===== src/rtl/mmu_prot_pkg.sv =====
package mmu_prot_pkg;

  localparam int FSR_W    = 10;
  localparam int IDX_SHIFT = 5;

  typedef enum logic [1:0] {
    KIND_LOAD  = 2'd0,
    KIND_STORE = 2'd1,
    KIND_FETCH = 2'd2,
    KIND_RSVD  = 2'd3
  } acc_kind_e;

  localparam logic [2:0] PERM_R = 3'b100;
  localparam logic [2:0] PERM_W = 3'b010;
  localparam logic [2:0] PERM_X = 3'b001;

  localparam logic [FSR_W-1:0] CODE_NONE = FSR_W'(0);
  localparam logic [FSR_W-1:0] CODE_PROT = FSR_W'(8);
  localparam logic [FSR_W-1:0] CODE_PRIV = FSR_W'(12);
  localparam logic [FSR_W-1:0] FSR_AV    = FSR_W'(2);

  // index bits: [2] store, [1] fetch, [0] supervisor
  function automatic logic [2:0] access_index(acc_kind_e k, logic sup);
    return {k == KIND_STORE, k == KIND_FETCH, sup};
  endfunction

  // rights a mode may hold for a given access code
  function automatic logic [2:0] mode_perm(logic user, logic [2:0] acc);
    logic [2:0] p;
    if (acc == 3'd4)            p = PERM_X;
    else if (!user || !acc[2])  p = PERM_R | (acc[0] ? PERM_W : 3'b000)
                                           | (acc[1] ? PERM_X : 3'b000);
    else if (acc == 3'd5)       p = PERM_R;
    else                        p = 3'b000;
    return p;
  endfunction

  function automatic logic [2:0] needed_perm(logic [2:0] idx);
    logic [2:0] n;
    n = (idx[2] ? PERM_W : 3'b000) | (idx[1] ? PERM_X : 3'b000);
    if (n == 3'b000) n = PERM_R;
    return n;
  endfunction

  function automatic logic [FSR_W-1:0] access_error(logic [2:0] idx, logic [2:0] acc);
    logic user;
    user = !idx[0];
    if (user && acc[2:1] == 2'b11)
      return CODE_PRIV;
    else if ((needed_perm(idx) & ~mode_perm(user, acc)) != 3'b000)
      return CODE_PROT;
    else
      return CODE_NONE;
  endfunction

  function automatic logic [FSR_W-1:0] walk_code(logic [1:0] lvl, logic [2:0] typ);
    return {lvl, 3'b000, typ, 2'b00};
  endfunction

  function automatic logic [FSR_W-1:0] fsr_merge(logic [FSR_W-1:0] old,
                                                 logic [2:0] idx,
                                                 logic [FSR_W-1:0] code);
    logic [FSR_W-1:0] v;
    v = {{(FSR_W-1){1'b0}}, old != '0};
    v = v | (FSR_W'(idx) << IDX_SHIFT) | code | FSR_AV;
    return v;
  endfunction

endpackage


===== src/rtl/mmu_acc_check.sv =====
module mmu_acc_check
  import mmu_prot_pkg::*;
(
  input  logic             req_valid,
  input  logic [1:0]       req_kind,
  input  logic             req_super,
  input  logic [2:0]       pte_acc,
  input  logic             nofault_en,
  input  logic             walk_err,
  input  logic [1:0]       walk_lvl,
  input  logic [2:0]       walk_type,
  output logic [2:0]       acc_idx,
  output logic             acc_err_raw,
  output logic             fault_evt,
  output logic [FSR_W-1:0] fault_code
);
  acc_kind_e        kind;
  logic [FSR_W-1:0] err_code;
  logic             err_kept;

  always_comb begin
    kind        = acc_kind_e'(req_kind);
    if (kind == KIND_RSVD) kind = KIND_LOAD;
    acc_idx     = access_index(kind, req_super);
    err_code    = access_error(acc_idx, pte_acc);
    acc_err_raw = (err_code != CODE_NONE);
    // user errors vanish in no-fault mode
    err_kept    = acc_err_raw && !(nofault_en && !req_super);
    fault_evt   = req_valid && (walk_err || err_kept);
    fault_code  = walk_err ? walk_code(walk_lvl, walk_type) : err_code;
  end
endmodule


===== src/rtl/mmu_perm_grant.sv =====
module mmu_perm_grant
  import mmu_prot_pkg::*;
(
  input  logic       req_valid,
  input  logic [2:0] acc_idx,
  input  logic [2:0] pte_acc,
  input  logic       pte_mod,
  input  logic       fault_evt,
  input  logic       quiet_fault,
  output logic [2:0] perm_rwx,
  output logic       trap_req,
  output logic       trap_fetch
);
  logic [2:0] base_perm;

  always_comb begin
    base_perm = mode_perm(!acc_idx[0], pte_acc);
    if (!pte_mod) base_perm = base_perm & ~PERM_W;
    perm_rwx   = 3'b000;
    trap_req   = 1'b0;
    if (req_valid) begin
      if (!fault_evt)       perm_rwx = base_perm;
      else if (quiet_fault) perm_rwx = PERM_R | PERM_W | PERM_X;
      else                  trap_req = 1'b1;
    end
    trap_fetch = trap_req && acc_idx[1];
  end
endmodule


===== src/rtl/mmu_fault_rec.sv =====
module mmu_fault_rec
  import mmu_prot_pkg::*;
#(
  parameter int VA_W      = 32,
  parameter int PAGE_BITS = 12
) (
  input  logic             clk,
  input  logic             rst_n,
  input  logic             fault_evt,
  input  logic [2:0]       acc_idx,
  input  logic [FSR_W-1:0] fault_code,
  input  logic [VA_W-1:0]  req_vaddr,
  input  logic             fsr_rd,
  output logic             ovf_evt,
  output logic [FSR_W-1:0] fsr_q,
  output logic [VA_W-1:0]  far_q
);
  localparam logic [VA_W-1:0] OFS_MASK = VA_W'((64'd1 << PAGE_BITS) - 64'd1);

  logic [FSR_W-1:0] fsr_d;
  logic [VA_W-1:0]  far_d;

  assign ovf_evt = fault_evt && (fsr_q != '0);

  always_comb begin
    fsr_d = fsr_q;
    if (fault_evt)   fsr_d = fsr_merge(fsr_q, acc_idx, fault_code);
    else if (fsr_rd) fsr_d = '0;
    far_d = fault_evt ? (req_vaddr & ~OFS_MASK) : far_q;
  end

  always_ff @(posedge clk or negedge rst_n) begin
    if (!rst_n) begin
      fsr_q <= '0;
      far_q <= '0;
    end else begin
      fsr_q <= fsr_d;
      far_q <= far_d;
    end
  end
endmodule


===== src/rtl/mmu_prot_unit.sv =====
module mmu_prot_unit
  import mmu_prot_pkg::*;
#(
  parameter int VA_W      = 32,
  parameter int PAGE_BITS = 12
) (
  input  logic             clk,
  input  logic             rst_n,
  input  logic             req_valid,
  input  logic [1:0]       req_kind,
  input  logic             req_super,
  input  logic [2:0]       pte_acc,
  input  logic             pte_mod,
  input  logic             nofault_en,
  input  logic             trap_en,
  input  logic             walk_err,
  input  logic [1:0]       walk_lvl,
  input  logic [2:0]       walk_type,
  input  logic [VA_W-1:0]  req_vaddr,
  input  logic             fsr_rd,
  output logic             trap_req,
  output logic             trap_fetch,
  output logic [2:0]       perm_rwx,
  output logic [FSR_W-1:0] fsr_q,
  output logic [VA_W-1:0]  far_q
);
  logic [2:0]       acc_idx;
  logic             acc_err_raw;
  logic             fault_evt;
  logic [FSR_W-1:0] fault_code;
  logic             quiet_fault;
  logic             ovf_evt;

  assign quiet_fault = nofault_en || !trap_en;

  mmu_acc_check chk_u (
    .req_valid  (req_valid),
    .req_kind   (req_kind),
    .req_super  (req_super),
    .pte_acc    (pte_acc),
    .nofault_en (nofault_en),
    .walk_err   (walk_err),
    .walk_lvl   (walk_lvl),
    .walk_type  (walk_type),
    .acc_idx    (acc_idx),
    .acc_err_raw(acc_err_raw),
    .fault_evt  (fault_evt),
    .fault_code (fault_code)
  );

  mmu_perm_grant perm_u (
    .req_valid  (req_valid),
    .acc_idx    (acc_idx),
    .pte_acc    (pte_acc),
    .pte_mod    (pte_mod),
    .fault_evt  (fault_evt),
    .quiet_fault(quiet_fault),
    .perm_rwx   (perm_rwx),
    .trap_req   (trap_req),
    .trap_fetch (trap_fetch)
  );

  mmu_fault_rec #(.VA_W(VA_W), .PAGE_BITS(PAGE_BITS)) rec_u (
    .clk       (clk),
    .rst_n     (rst_n),
    .fault_evt (fault_evt),
    .acc_idx   (acc_idx),
    .fault_code(fault_code),
    .req_vaddr (req_vaddr),
    .fsr_rd    (fsr_rd),
    .ovf_evt   (ovf_evt),
    .fsr_q     (fsr_q),
    .far_q     (far_q)
  );
endmodule


===== config.mk =====
export PLATFORM = sky130hd
export DESIGN_NAME = mmu_prot_unit
export DESIGN_NICKNAME = d
export VERILOG_FILES = /design/src/rtl/mmu_prot_pkg.sv /design/src/rtl/mmu_acc_check.sv /design/src/rtl/mmu_perm_grant.sv /design/src/rtl/mmu_fault_rec.sv /design/src/rtl/mmu_prot_unit.sv
export SDC_FILE = /design/constraint.sdc
export NUM_CORES = 1
export LEC_CHECK = 0
export BUFFER_PORTS_ARGS = -buffer_cell sky130_fd_sc_hd__buf_2
export CAP_MARGIN = 30
export CELL_PAD_IN_SITES_DETAIL_PLACEMENT = 1
export CELL_PAD_IN_SITES_GLOBAL_PLACEMENT = 1
export CORE_AREA = 2 2 84 66
export CTS_BUF_LIST = sky130_fd_sc_hd__clkbuf_16
export CTS_CLUSTER_DIAMETER = 120
export DETAILED_ROUTE_END_ITERATION = 16
export DIE_AREA = 0 0 86 68
export PLACE_DENSITY = 0.83
export SLEW_MARGIN = 20
export SYNTH_ARGS = -nofsm -noshare
export SYNTH_HDL_FRONTEND = slang
export SYNTH_HIERARCHICAL = 1
export SYNTH_SLANG_ARGS = --single-unit

===== constraint.sdc =====
create_clock -name clk -period 4.2 [get_ports clk]
set_input_delay 0.42 -clock clk [delete_from_list [all_inputs] [get_ports clk]]
set_output_delay 0.42 -clock clk [all_outputs]
set_load 0.005 [all_outputs]

Yosys cells after proc, flatten, opt, wreduce, memory -nomap -nowiden
Index checks and enable logic that the tools add are counted.

word-level totals
  register bits after elaboration = 30
  output and inout port bits = 47
  input bits = 51

operators by class
  multiplexer cells = 23
  reductions and logical operators = 17
  bitwise logic cells = 6
  equal/unequal tests = 6

operator list
  cell                  count
  $mux W10              3
  $mux W3               9
  $reduce_bool A10 Y1   2
  $or A10 B10 Y10       1
  $mux W2               4
  $mux W4               2
  $or A1 B8 Y8          1
  $eq A2 B2 Y1 const B  3
  $eq A3 B3 Y1 const B  2
  $or A3 B3 Y3          2
  $logic_and A1 B1 Y1   5
  $mux W1               5
  $logic_not A1 Y1      4
  $and A3 B3 Y3         1
  $logic_not A3 Y1      1
  $logic_or A1 B1 Y1    3
  $not A3 Y3            1
  $reduce_bool A3 Y1    1
  $eq A2 B1 Y1 const B  1
  $reduce_bool A2 Y1    1

Depth between registers and ports, before layout
Gate-level depths: netlist of the first run.

  depth after elaboration = 19
  gate-level depth with buffers = 9
  gate-level depth less buffers = 8

By module
The synthesis of the first run kept the hierarchy.

modules (own cells, without submodules)
  module          area an instance (µm²)  seq. area each (µm²)  cells an instance  times used
  mmu_fault_rec   1345.0                  750.7                 101                1
  mmu_acc_check   230.2                   0.0                   30                 1
  mmu_perm_grant  82.6                    0.0                   12                 1
  mmu_prot_unit   6.3                     0.0                   1                  1

Worst setup path before layout of the first run
OpenSTA, ideal clock, no wires.

  path kind = input to output
  start = in req_kind[0]
  end = out trap_fetch
  buffers on the path = 0
  stages on the path = 8
  required time = 3.780 ns
  arrival = 1.711 ns
  slack = 2.069 ns
  cells stage by stage = inv_1 > ha_1 > and4bb_1 > a221oi_2 > a221oi_2 > inv_2 > nor3b_2 > and2_1

between the ends
  cells in the longest elaborated chain, start to end = 19
  elaborated cells on any way between the ends = 21
  those cells by class = 3 x eq/ne; 9 x mux; 2 x bitwise; 7 x reduce/logical

RTL lines
  element                                       line                  RTL
  start: declaration                            mmu_prot_unit.sv:10   input logic [1:0] req_kind,
  $eq A2 B2 Y1                                  mmu_acc_check.sv:23   if (kind == KIND_RSVD) kind = KIND_LOAD;
  $mux W2 *                                     mmu_acc_check.sv:23
  $eq A2 B2 Y1 or $eq A2 B1 Y1 (tied branches)  mmu_prot_pkg.sv:24    return {k == KIND_STORE, k == KIND_FETCH, sup};
  $mux W1 or $mux W2 (tied branches)            mmu_prot_pkg.sv:40    n = (idx[2] ? PERM_W : 3'b000) | (idx[1] ? PERM_X : 3'b000);
  $or A3 B3 Y3 *                                mmu_prot_pkg.sv:40
  $logic_not A3 Y1                              mmu_prot_pkg.sv:41    if (n == 3'b000) n = PERM_R;
  $mux W3 *                                     mmu_prot_pkg.sv:41
  $mux W3 *                                     mmu_prot_pkg.sv:48    if (user && acc[2:1] == 2'b11)
  [5 not listed]                                -
  $logic_and A1 B1 Y1 *                         mmu_acc_check.sv:28   err_kept = acc_err_raw && !(nofault_en && !req_super);
  $logic_or A1 B1 Y1 *                          mmu_acc_check.sv:29   fault_evt = req_valid && (walk_err || err_kept);
  $logic_and A1 B1 Y1 *                         mmu_acc_check.sv:29
  named net fault_evt                           mmu_prot_unit.sv:29   logic fault_evt;
  $mux W1 *                                     mmu_perm_grant.sv:22  if (!fault_evt) perm_rwx = base_perm;
  $mux W1 *                                     mmu_perm_grant.sv:21  if (req_valid) begin
  named net trap_req                            mmu_prot_unit.sv:21   output logic trap_req,
  $logic_and A1 B1 Y1 *                         mmu_perm_grant.sv:26  trap_fetch = trap_req && acc_idx[1];
  end: declaration                              mmu_prot_unit.sv:22   output logic trap_fetch,

Mark *: on every way through the listed nets, which the timed path passes. The rest lies on a longest branch. The select of a mux whose other input is x is not followed.

Final worst setup path of the first run
  start = in req_kind[0]
  end = out perm_rwx[2]

between the ends
  cells in the longest elaborated chain, start to end = 18
  elaborated cells on any way between the ends = 20
  those cells by class = 3 x eq/ne; 9 x mux; 2 x bitwise; 6 x reduce/logical

RTL lines
  element                                       line                  RTL
  $eq A2 B2 Y1                                  mmu_acc_check.sv:23
  $mux W2 *                                     mmu_acc_check.sv:23
  $eq A2 B2 Y1 or $eq A2 B1 Y1 (tied branches)  mmu_prot_pkg.sv:24
  $mux W1 or $mux W2 (tied branches)            mmu_prot_pkg.sv:40
  $or A3 B3 Y3 *                                mmu_prot_pkg.sv:40
  $logic_not A3 Y1                              mmu_prot_pkg.sv:41
  $mux W3 *                                     mmu_prot_pkg.sv:41
  $mux W3 *                                     mmu_prot_pkg.sv:48
  [3 not listed]                                -
  $mux W4 *                                     mmu_prot_pkg.sv:48
  $reduce_bool A10 Y1 *                         mmu_acc_check.sv:26   acc_err_raw = (err_code != CODE_NONE);
  $logic_and A1 B1 Y1 *                         mmu_acc_check.sv:28
  $logic_or A1 B1 Y1 *                          mmu_acc_check.sv:29
  $logic_and A1 B1 Y1 *                         mmu_acc_check.sv:29
  named net fault_evt                           mmu_prot_unit.sv:29
  $mux W3 *                                     mmu_perm_grant.sv:22
  $mux W3 *                                     mmu_perm_grant.sv:21
  end: declaration                              mmu_prot_unit.sv:23   output logic [2:0] perm_rwx,

Marked as above.

==> flow_metrics.tcl, run 1 <==
set metrics [dict create \
    rows 23 \
    fin_worst_skew_ns 0.003542 \
    drv_cap 0 \
    grt_pass1_wl_mm 6.030 \
    cts_resized 0 \
    placed_cell_area_sq_mm 0.001989 \
    synth_warnings 6 \
    start_util_pct 32.23 \
    status "finished, final reports clean" \
    port_buffers 73 \
    num_vias 1234 \
    fin_ws_ns 1.734 \
    synthCells 140 \
    peakVddDrop_v 0.0001426 \
    leakagePower_nw 1.113 \
    rsz0062_at_grt "false" \
    post-dp-hpwl_mm 2.860 \
    clk_pin_slew_ns 0.05 \
    r2r_start "rec_u/fsr_q[1]$_DFFE_PN0P_" \
    syn_area_sq_mm 0.001642 \
    critPathLaunchType "input pin" \
    final_common_cell "buf_2" \
    remaining_drc_errors 0 \
    dr.pass1.iters 4 \
    syn_to_final_growth_pct 29.27 \
    cts_sinks 30 \
    fin_crit_ns 2.466 \
    grt_max_degree 35 \
    core_area_sq_mm 0.005094 \
    dr.first_iter.drc_count 24 \
    final-setup-viol-count 0 \
    cts_inserted_buffers 5 \
    antennaDiodeCount 0 \
    criticalPathCategory "in -> out" \
    finalHoldViolations 0 \
    drive_gt1_share_pct 50.47 \
    powerDensity_mw_per_mm2 412.1 \
    syn_area_per_cell_sq_um 11.73 \
    root_buffer "clkbuf_16" \
    drt_wl_total_mm 3.794 \
    cts-hold-fix-buffers 0 \
    dp_slack_ns 1.612 \
    worstPathRequired_ns 3.78 \
    holdCritPathClass "in -> async" \
    die_area_sq_mm 0.005848 \
    antenna_found_initial 0 \
    tns_ns 0 \
    fin_worst_hold_slack_ns 0.1771 \
    drt-vias-per-instance 4.471 \
    grt_pass1_vias 1274 \
    layout_common_cells "buf_2, dfrtp_1, mux2_4" \
    dieHeight_um 68 \
    cts_max_path_buffers 2 \
    crit_path_end_kind "output pin" \
    slew_viol_final 0 \
    die_x_um 86 \
    drt-wirelength-per-cell_um 13.75 \
    fin_util_pct 41.66 \
    tightest_slew_ns 0.6511 \
    clock_latency_ns 0.27 \
    gr-total-overflow 0 \
    htree_levels 2 \
    cp-startpoint "req_kind[0]" \
    post_cts_buffers 0 \
    max_freq_mhz 405.6 \
    period_share_pct 58.71 \
    grt_usage_pct 13.75 \
    tritoncts "yes" \
    slew_headroom_pct 56.59 \
    layout.nets 267 \
    io_pins 98 \
    drtAntennaViolNets 0 \
    finalWeightedCongestion 0.6785 \
    cp.arrival_ns 2.05 \
    stdcell_area_sq_mm 0.002122 \
    worstPathMaxFanout 5 \
]
==> state kept, by name (all words and copies together) (netlist names) <==
| register | cells |
|---|---|
| rec_u/fsr_q | 10 |
| rec_u/far_q | 20 |
==> power by group <==
group	internal [mW]	switching [mW]	leakage [nW]
clock network	0.210	0.107	0.0723
registers	0.335	0.0268	0.362
logic	0.111	0.0842	0.679
total	0.656	0.218	1.11
==> metal layers <==
layer  vias up  routed length, um  track usage, %
li1        594                  -               -
met1       578               1706           16.39
met2        56               1716           23.06
met3         6                310           4.825
met4         0                 60           5.357
met5         -                  0               0
==> per-stage QoR <==
stage                     instances  total power [mW]
after global routing            276            0.9291
after global placement          269            0.5537
after detailed placement        269            0.5632
final                           276            0.8745
after floorplan                 154            0.4822
after CTS                       276            0.8893
==> worst paths after layout <==
check / to / slack [ns] / cells after the start
worst max register to register: rec_u/fsr_q[0]$_DFFE_PN0P_ / 3.11 / 3
max in group asynchronous: rec_u/far_q[27]$_DFFE_PN0P_ / 3.60 / 1
worst min register to register: rec_u/far_q[13]$_DFFE_PN0P_ / 0.50 / 1
worst max-delay path: perm_rwx[2] / 1.73 / 10
worst min-delay path: rec_u/fsr_q[4]$_DFFE_PN0P_ / 0.18 / 1
min in group clk: rec_u/far_q[13]$_DFFE_PN0P_ / 0.38 / 2
==> area by class of cell <==
class                      count  area (sq um)
fill                         593          2972
multi-input combinational     96         762.0
sequential                    30         750.7
timing repair buffer          74         372.9
clock buffer                   5         125.1
tap                           62         77.57
inverter                       7         26.28
clock inverter                 2         7.507
==> critical path, stage by stage <==
cell and delay (ns):
buf_2 0.09, inv_1 0.04, ha_1 0.27, and4bb_1 0.20, a221oi_2 0.30, a221oi_4 0.13, inv_2 0.12, o21ai_0 0.15
a31oi_1 0.19, buf_2 0.14
No activity file was read; power rests on OpenSTA's default activity.
==> run 2, diff against run 1 <==
Settings changed: CORE_AREA 2 2 84 66 to 2 2 87 68, DIE_AREA 0 0 86 68 to 0 0 89 70, PLACE_DENSITY 0.83 to 0.78.
Clock period 4.2 ns to 2.3 ns, I/O delays scaled along.
==> run 2 against run 1 <==
- the run now ends with hold timing left
- clock skew increased by 0.0021 ns
- sequential cell count unchanged
- sequential share of layout area decreased by 0.61 points
- core utilization decreased by 2.6 points
- count of clock-buffer cells in the layout unchanged
- die area increased by 6.5%
- via count increased by 3.3%
- critical path depth unchanged
- cell count increased by 6.2%
- design area increased by 1.8%
- critical path type unchanged
- largest cell class unchanged
==> flow_metrics.tcl, run 2 (synthesis gave the netlist of run 1 again) <==
set metrics [dict create \
    placed_cell_area_sq_mm 0.002022 \
    worstPathCellList "buf_2 > inv_1 > ha_1 > and4b_1 > a211oi_2 > a221oi_4 > inv_2 > nor3b_2 > and2_1 > buf_2" \
    tritoncts "yes" \
    slew_viol_final 0 \
    slowest_delay_ns 0.36 \
    num_vias 1275 \
    largest_reg_flops 20 \
    wl_met3_um 252 \
    fin_worst_hold_slack_ns -0.002044 \
    final_common_cell "buf_2" \
    leakagePower_nw 1.117 \
    grt_pass1_wl_mm 5.768 \
    dr.pass1.iters 3 \
    violations "hold timing" \
    antenna_found_initial 0 \
    dr.first_iter.drc_count 24 \
    drtAntennaViolNets 0 \
    fin_util_pct 39.09 \
    tns_ns 0 \
    dieHeight_um 70 \
    peakVddDrop_v 0.0003471 \
    combPwrFrac_pct 22.0 \
    grt_pass1_vias 1279 \
    worstPathRequired_ns 2.07 \
    port_buffers 73 \
    p_clk_share_pct 37.2 \
    status "finished with violations" \
    cts_max_path_buffers 2 \
    stdcell_area_sq_mm 0.002160 \
    io_pins 98 \
    final-setup-viol-count 0 \
    critPathLaunchType "input pin" \
    drive_gt1_share_pct 50.70 \
    path_common_cell "buf_2" \
    fin_crit_ns 2.030 \
    criticalPathCategory "in -> out" \
    r2r_end "rec_u/fsr_q[0]$_DFFE_PN0P_" \
    core_area_sq_mm 0.005525 \
    cp_slowest_cell "a221oi_4" \
    final-seq-area_sq_um 750.7 \
    netSwitchingPower_uw 410.7 \
    die_area_sq_mm 0.006230 \
    finalHoldViolations 8 \
    drt_wl_total_mm 3.707 \
    largest_register "rec_u/far_q" \
    die_x_um 89 \
    tightest_slew_ns 0.6848 \
    wl_met2_mm 1.818 \
    grt_usage_pct 12.09 \
    multi_input_area_sq_um 762.0 \
    drt-wirelength-per-cell_um 12.65 \
    rsz0062_at_grt "false" \
    powerDensity_mw_per_mm2 748.9 \
    n_fill_cell 674 \
    drv_cap 0 \
    gr-total-overflow 0 \
    rows 24 \
    worstPathMaxFanout 5 \
    period_share_pct 88.27 \
    syn_to_final_growth_pct 31.55 \
    rr_worst_depth 3 \
    intPower_mw 1.207 \
    start_util_pct 29.71 \
    met1_length_mm 1.593 \
    root_buffer "clkbuf_16" \
    cts_inserted_buffers 5 \
    grt_max_degree 35 \
    p_sw_share_pct 25.39 \
    max_freq_mhz 492.6 \
    power_frac_seq_pct 40.8 \
    remaining_drc_errors 0 \
    top_layer_used "met4" \
    drt-vias-per-instance 4.352 \
    antennaDiodeCount 0 \
    rrSetupSlack_ns 1.21 \
    cts-hold-fix-buffers 0 \
    fin_worst_skew_ns 0.005644 \
    cp_num_buf_inv 4 \
    crit_family "simple AND/OR/NAND/NOR gates" \
    clock_latency_ns 0.27 \
    clk_pin_slew_ns 0.05 \
    cts_sinks 30 \
    layout.nets 267 \
    reg_top3 "rec_u/far_q (20), rec_u/fsr_q (10)" \
    finalWeightedCongestion 0.7128 \
    r2r_start "rec_u/fsr_q[1]$_DFFE_PN0P_" \
    layout_common_cells "buf_2, dfrtp_1, mux2_4" \
    post-dp-hpwl_mm 2.820 \
    cp.arrival_ns 1.80 \
    cp-startpoint "req_kind[0]" \
    htree_levels 2 \
    crit_path_end_kind "output pin" \
    holdCritPathClass "in -> async" \
    slew_headroom_pct 54.35 \
]
==> run 2: cell type report <==
cell class                      count  area share (%)
Clock buffer                        5           5.794
Clock inverter                      3          0.5794
Inverter                            7           1.217
Multi-Input combinational cell     96           35.28
Sequential cell                    30           34.76
Tap cell                           78           4.519
Timing Repair Buffer               74           17.84
==> run 2: per-layer routing <==
| layer | GRT usage, % | up-vias |
|---|---|---|
| li1 | - | 601 |
| met1 | 14.77 | 627 |
| met5 | 0 | - |
| met4 | 4.478 | 0 |
| met3 | 3.901 | 5 |
| met2 | 19.73 | 42 |
==> run 2: power groups by stage <==
stage          clock [mW]  sequential [mW]  combinational (mW)
2_1_floorplan           0            0.673               0.207
3_3_place_gp            0            0.665               0.351
3_5_place_dp            0            0.668               0.363
4_1_cts             0.624            0.662               0.364
5_1_grt             0.649            0.672               0.391
6_report            0.601            0.660               0.356
==> run 2: through the flow <==
stage / cells / total power [mW] / worst slack [ns]
finish: 293 / 1.617 / 0.2699
global placement: 285 / 1.016 / 0.1688
global route: 293 / 1.712 / 0.09046
detailed placement: 285 / 1.031 / 0.1201
floorplan: 154 / 0.8805 / 0.4861
CTS: 293 / 1.650 / 0.1387
==> run 2: timing repair <==
item                                   in CTS  in global routing
buffers inserted                            0                  0
endpoints found under the hold margin       0                  0
gates resized for setup                     0                  1
setup endpoints to repair                   0                  3
==> run 2: worst max-delay path by stage <==
stage | end | slack, ns | depth (start not counted)
floorplan | rec_u/far_q[14]$_DFFE_PN0P_ | 0.49 | 8
global placement | rec_u/fsr_q[0]$_DFFE_PN0P_ | 0.17 | 10
detailed placement | rec_u/fsr_q[0]$_DFFE_PN0P_ | 0.12 | 10
CTS | perm_rwx[2] | 0.14 | 10
global route | perm_rwx[0] | 0.09 | 10
finish | trap_fetch | 0.27 | 10
==> run 3, diff against run 2 <==
Settings changed: CORE_AREA 2 2 87 68 to 4 4 86 68, DIE_AREA 0 0 89 70 to 0 0 90 72, GPL_TIMING_DRIVEN set to 0, PLACE_DENSITY 0.78 to 0.83.
Clock period 2.3 ns to 2.4 ns, I/O delays scaled along.
==> run 3 against run 2 <==
- the flow now finishes without violations
- critical endpoint is now perm_rwx[1]
- die area is 4.0% higher
- design area is 5.3% higher
- critical path depth stayed put
- setup slack better by 0.019 ns
==> flow_metrics.tcl, run 3 (synthesis gave the netlist of run 1 again) <==
set metrics [dict create \
    rsz0062_at_grt "false" \
    cts_sinks 30 \
    slew_headroom_pct 55.28 \
    worstPathCellList "buf_2 > inv_1 > ha_1 > and4bb_1 > a221oi_2 > a221oi_2 > inv_2 > o21ai_0 > a21oi_1 > buf_2" \
    finalWeightedCongestion 0.7118 \
    final_common_cell "buf_2" \
    drt-wirelength-per-cell_um 13.66 \
    slew_viol_final 0 \
    remaining_drc_errors 0 \
    fin_worst_skew_ns 0.0007170 \
    antennaDiodeCount 0 \
    clock_latency_ns 0.27 \
    io_pins 98 \
    layout.nets 287 \
    final-setup-viol-count 0 \
    leakagePower_nw 1.215 \
    dr.first_iter.drc_count 47 \
    gr-total-overflow 0 \
    n_fill_cell 587 \
    start_util_pct 32.23 \
    grt_max_degree 31 \
    post-dp-hpwl_mm 3.173 \
    finalHoldViolations 0 \
    crit_family "compound AO/OA/AOI/OAI gates" \
    rrSetupSlack_ns 1.35 \
    drv_cap 0 \
    rows 23 \
    post_cts_buffers 0 \
    criticalPathCategory "in -> out" \
    r2r_start "rec_u/fsr_q[1]$_DFFE_PN0P_" \
    htree_levels 2 \
    reg_top3 "rec_u/far_q (20), rec_u/fsr_q (10)" \
    dieHeight_um 72 \
    grt_pass1_vias 1461 \
    largest_reg_flops 20 \
    dr.pass1.iters 3 \
    antenna_found_initial 0 \
    tns_ns 0 \
    die_area_sq_mm 0.006480 \
    tritoncts "yes" \
    fin_cells 297 \
    powerDensity_mw_per_mm2 690.5 \
    drtAntennaViolNets 0 \
    holdCritPathClass "in -> async" \
    port_buffers 73 \
    cts_max_path_buffers 2 \
    fin_worst_hold_slack_ns 0.007980 \
    worstPathMaxFanout 5 \
    fin_crit_ns 2.111 \
    worstPathRequired_ns 2.16 \
    status "finished, final reports clean" \
    drt-vias-per-instance 4.364 \
    max_freq_mhz 473.8 \
    cts_inserted_buffers 5 \
    cts-hold-fix-buffers 0 \
    r2r_end "rec_u/fsr_q[0]$_DFFE_PN0P_" \
    grt_pass1_wl_mm 6.734 \
    peakVddDrop_v 0.0002283 \
    rr_worst_depth 3 \
    critPathLaunchType "input pin" \
    cp_num_buf_inv 4 \
    worstSetupPathDepth 10 \
    cp_slowest_cell "a221oi_2" \
    grt_usage_pct 12.93 \
    slowest_delay_ns 0.34 \
    syn_to_final_growth_pct 38.49 \
    drive_gt1_share_pct 54.47 \
    largest_register "rec_u/far_q" \
    dp_cells 289 \
    clk_pin_slew_ns 0.05 \
    layout_common_cells "buf_2, dfrtp_1, buf_4, mux2_4, conb_1" \
    num_vias 1296 \
    cts_resized 0 \
    die_x_um 90 \
    period_share_pct 87.94 \
    drt_wl_total_mm 4.056 \
    cp.arrival_ns 1.87 \
    root_buffer "clkbuf_16" \
    core_area_sq_mm 0.005094 \
    tightest_slew_ns 0.6708 \
    crit_path_end_kind "output pin" \
]
run 3: final cells by class:
class | instances | area [sq um] | share of cell area, %
buffer | 21 | 166.4 | 7.320
clock buffer | 5 | 125.1 | 5.504
clock inverter | 3 | 11.26 | 0.4953
inverter | 7 | 26.28 | 1.156
multi-input combinational | 96 | 750.7 | 33.02
sequential | 30 | 750.7 | 33.02
tap | 62 | 77.57 | 3.412
timing repair buffer | 73 | 365.4 | 16.07
run 3: per-layer routing:
layer  wire length, um  share of wire (%)  vias to the layer above  track usage [%]
li1                  -                  -                      632                -
met1              1793                 44                      604            15.74
met2              1930                 48                       56            21.77
met3               283                7.0                        4            3.627
met4                48                1.2                        0            5.603
met5                 0                  0                        -                0
run 3: power by group:
group	leakage [nW]	switching (mW)	internal (mW)	total, mW
logic	0.787	0.154	0.217	0.371
registers	0.362	0.0457	0.586	0.632
clock network	0.0663	0.196	0.371	0.567
total	1.22	0.395	1.17	1.57
run 3: worst max path at each step:
| stage | start | end | slack, ns |
|---|---|---|---|
| 3_5_place_dp | req_kind[0] | perm_rwx[1] | 0.26 |
| 2_1_floorplan | req_kind[0] | rec_u/far_q[14]$_DFFE_PN0P_ | 0.58 |
| 4_1_cts | req_kind[0] | perm_rwx[1] | 0.25 |
| 5_1_grt | req_kind[0] | perm_rwx[1] | 0.08 |
| 6_report | req_kind[0] | perm_rwx[1] | 0.29 |
| 3_3_place_gp | req_kind[0] | perm_rwx[0] | 0.30 |
run 3: stage by stage:
stage	power, mW	worst slack (ns)	utilization [%]	area [sq um]
floorplan	0.8439	0.5761	-	1694
global placement	0.9980	0.3022	41.96	2137
detailed placement	1.013	0.2595	41.96	2137
CTS	1.599	0.2457	44.63	2273
global route	1.662	0.08290	44.63	2273
finish	1.570	0.2893	44.63	2273
run 3: worst register-to-register path: cells and delay by family, from the launching register on:
family	cells	cell delay [ns]
simple gates	2	0.43
flops	1	0.40
compound gates	1	0.09
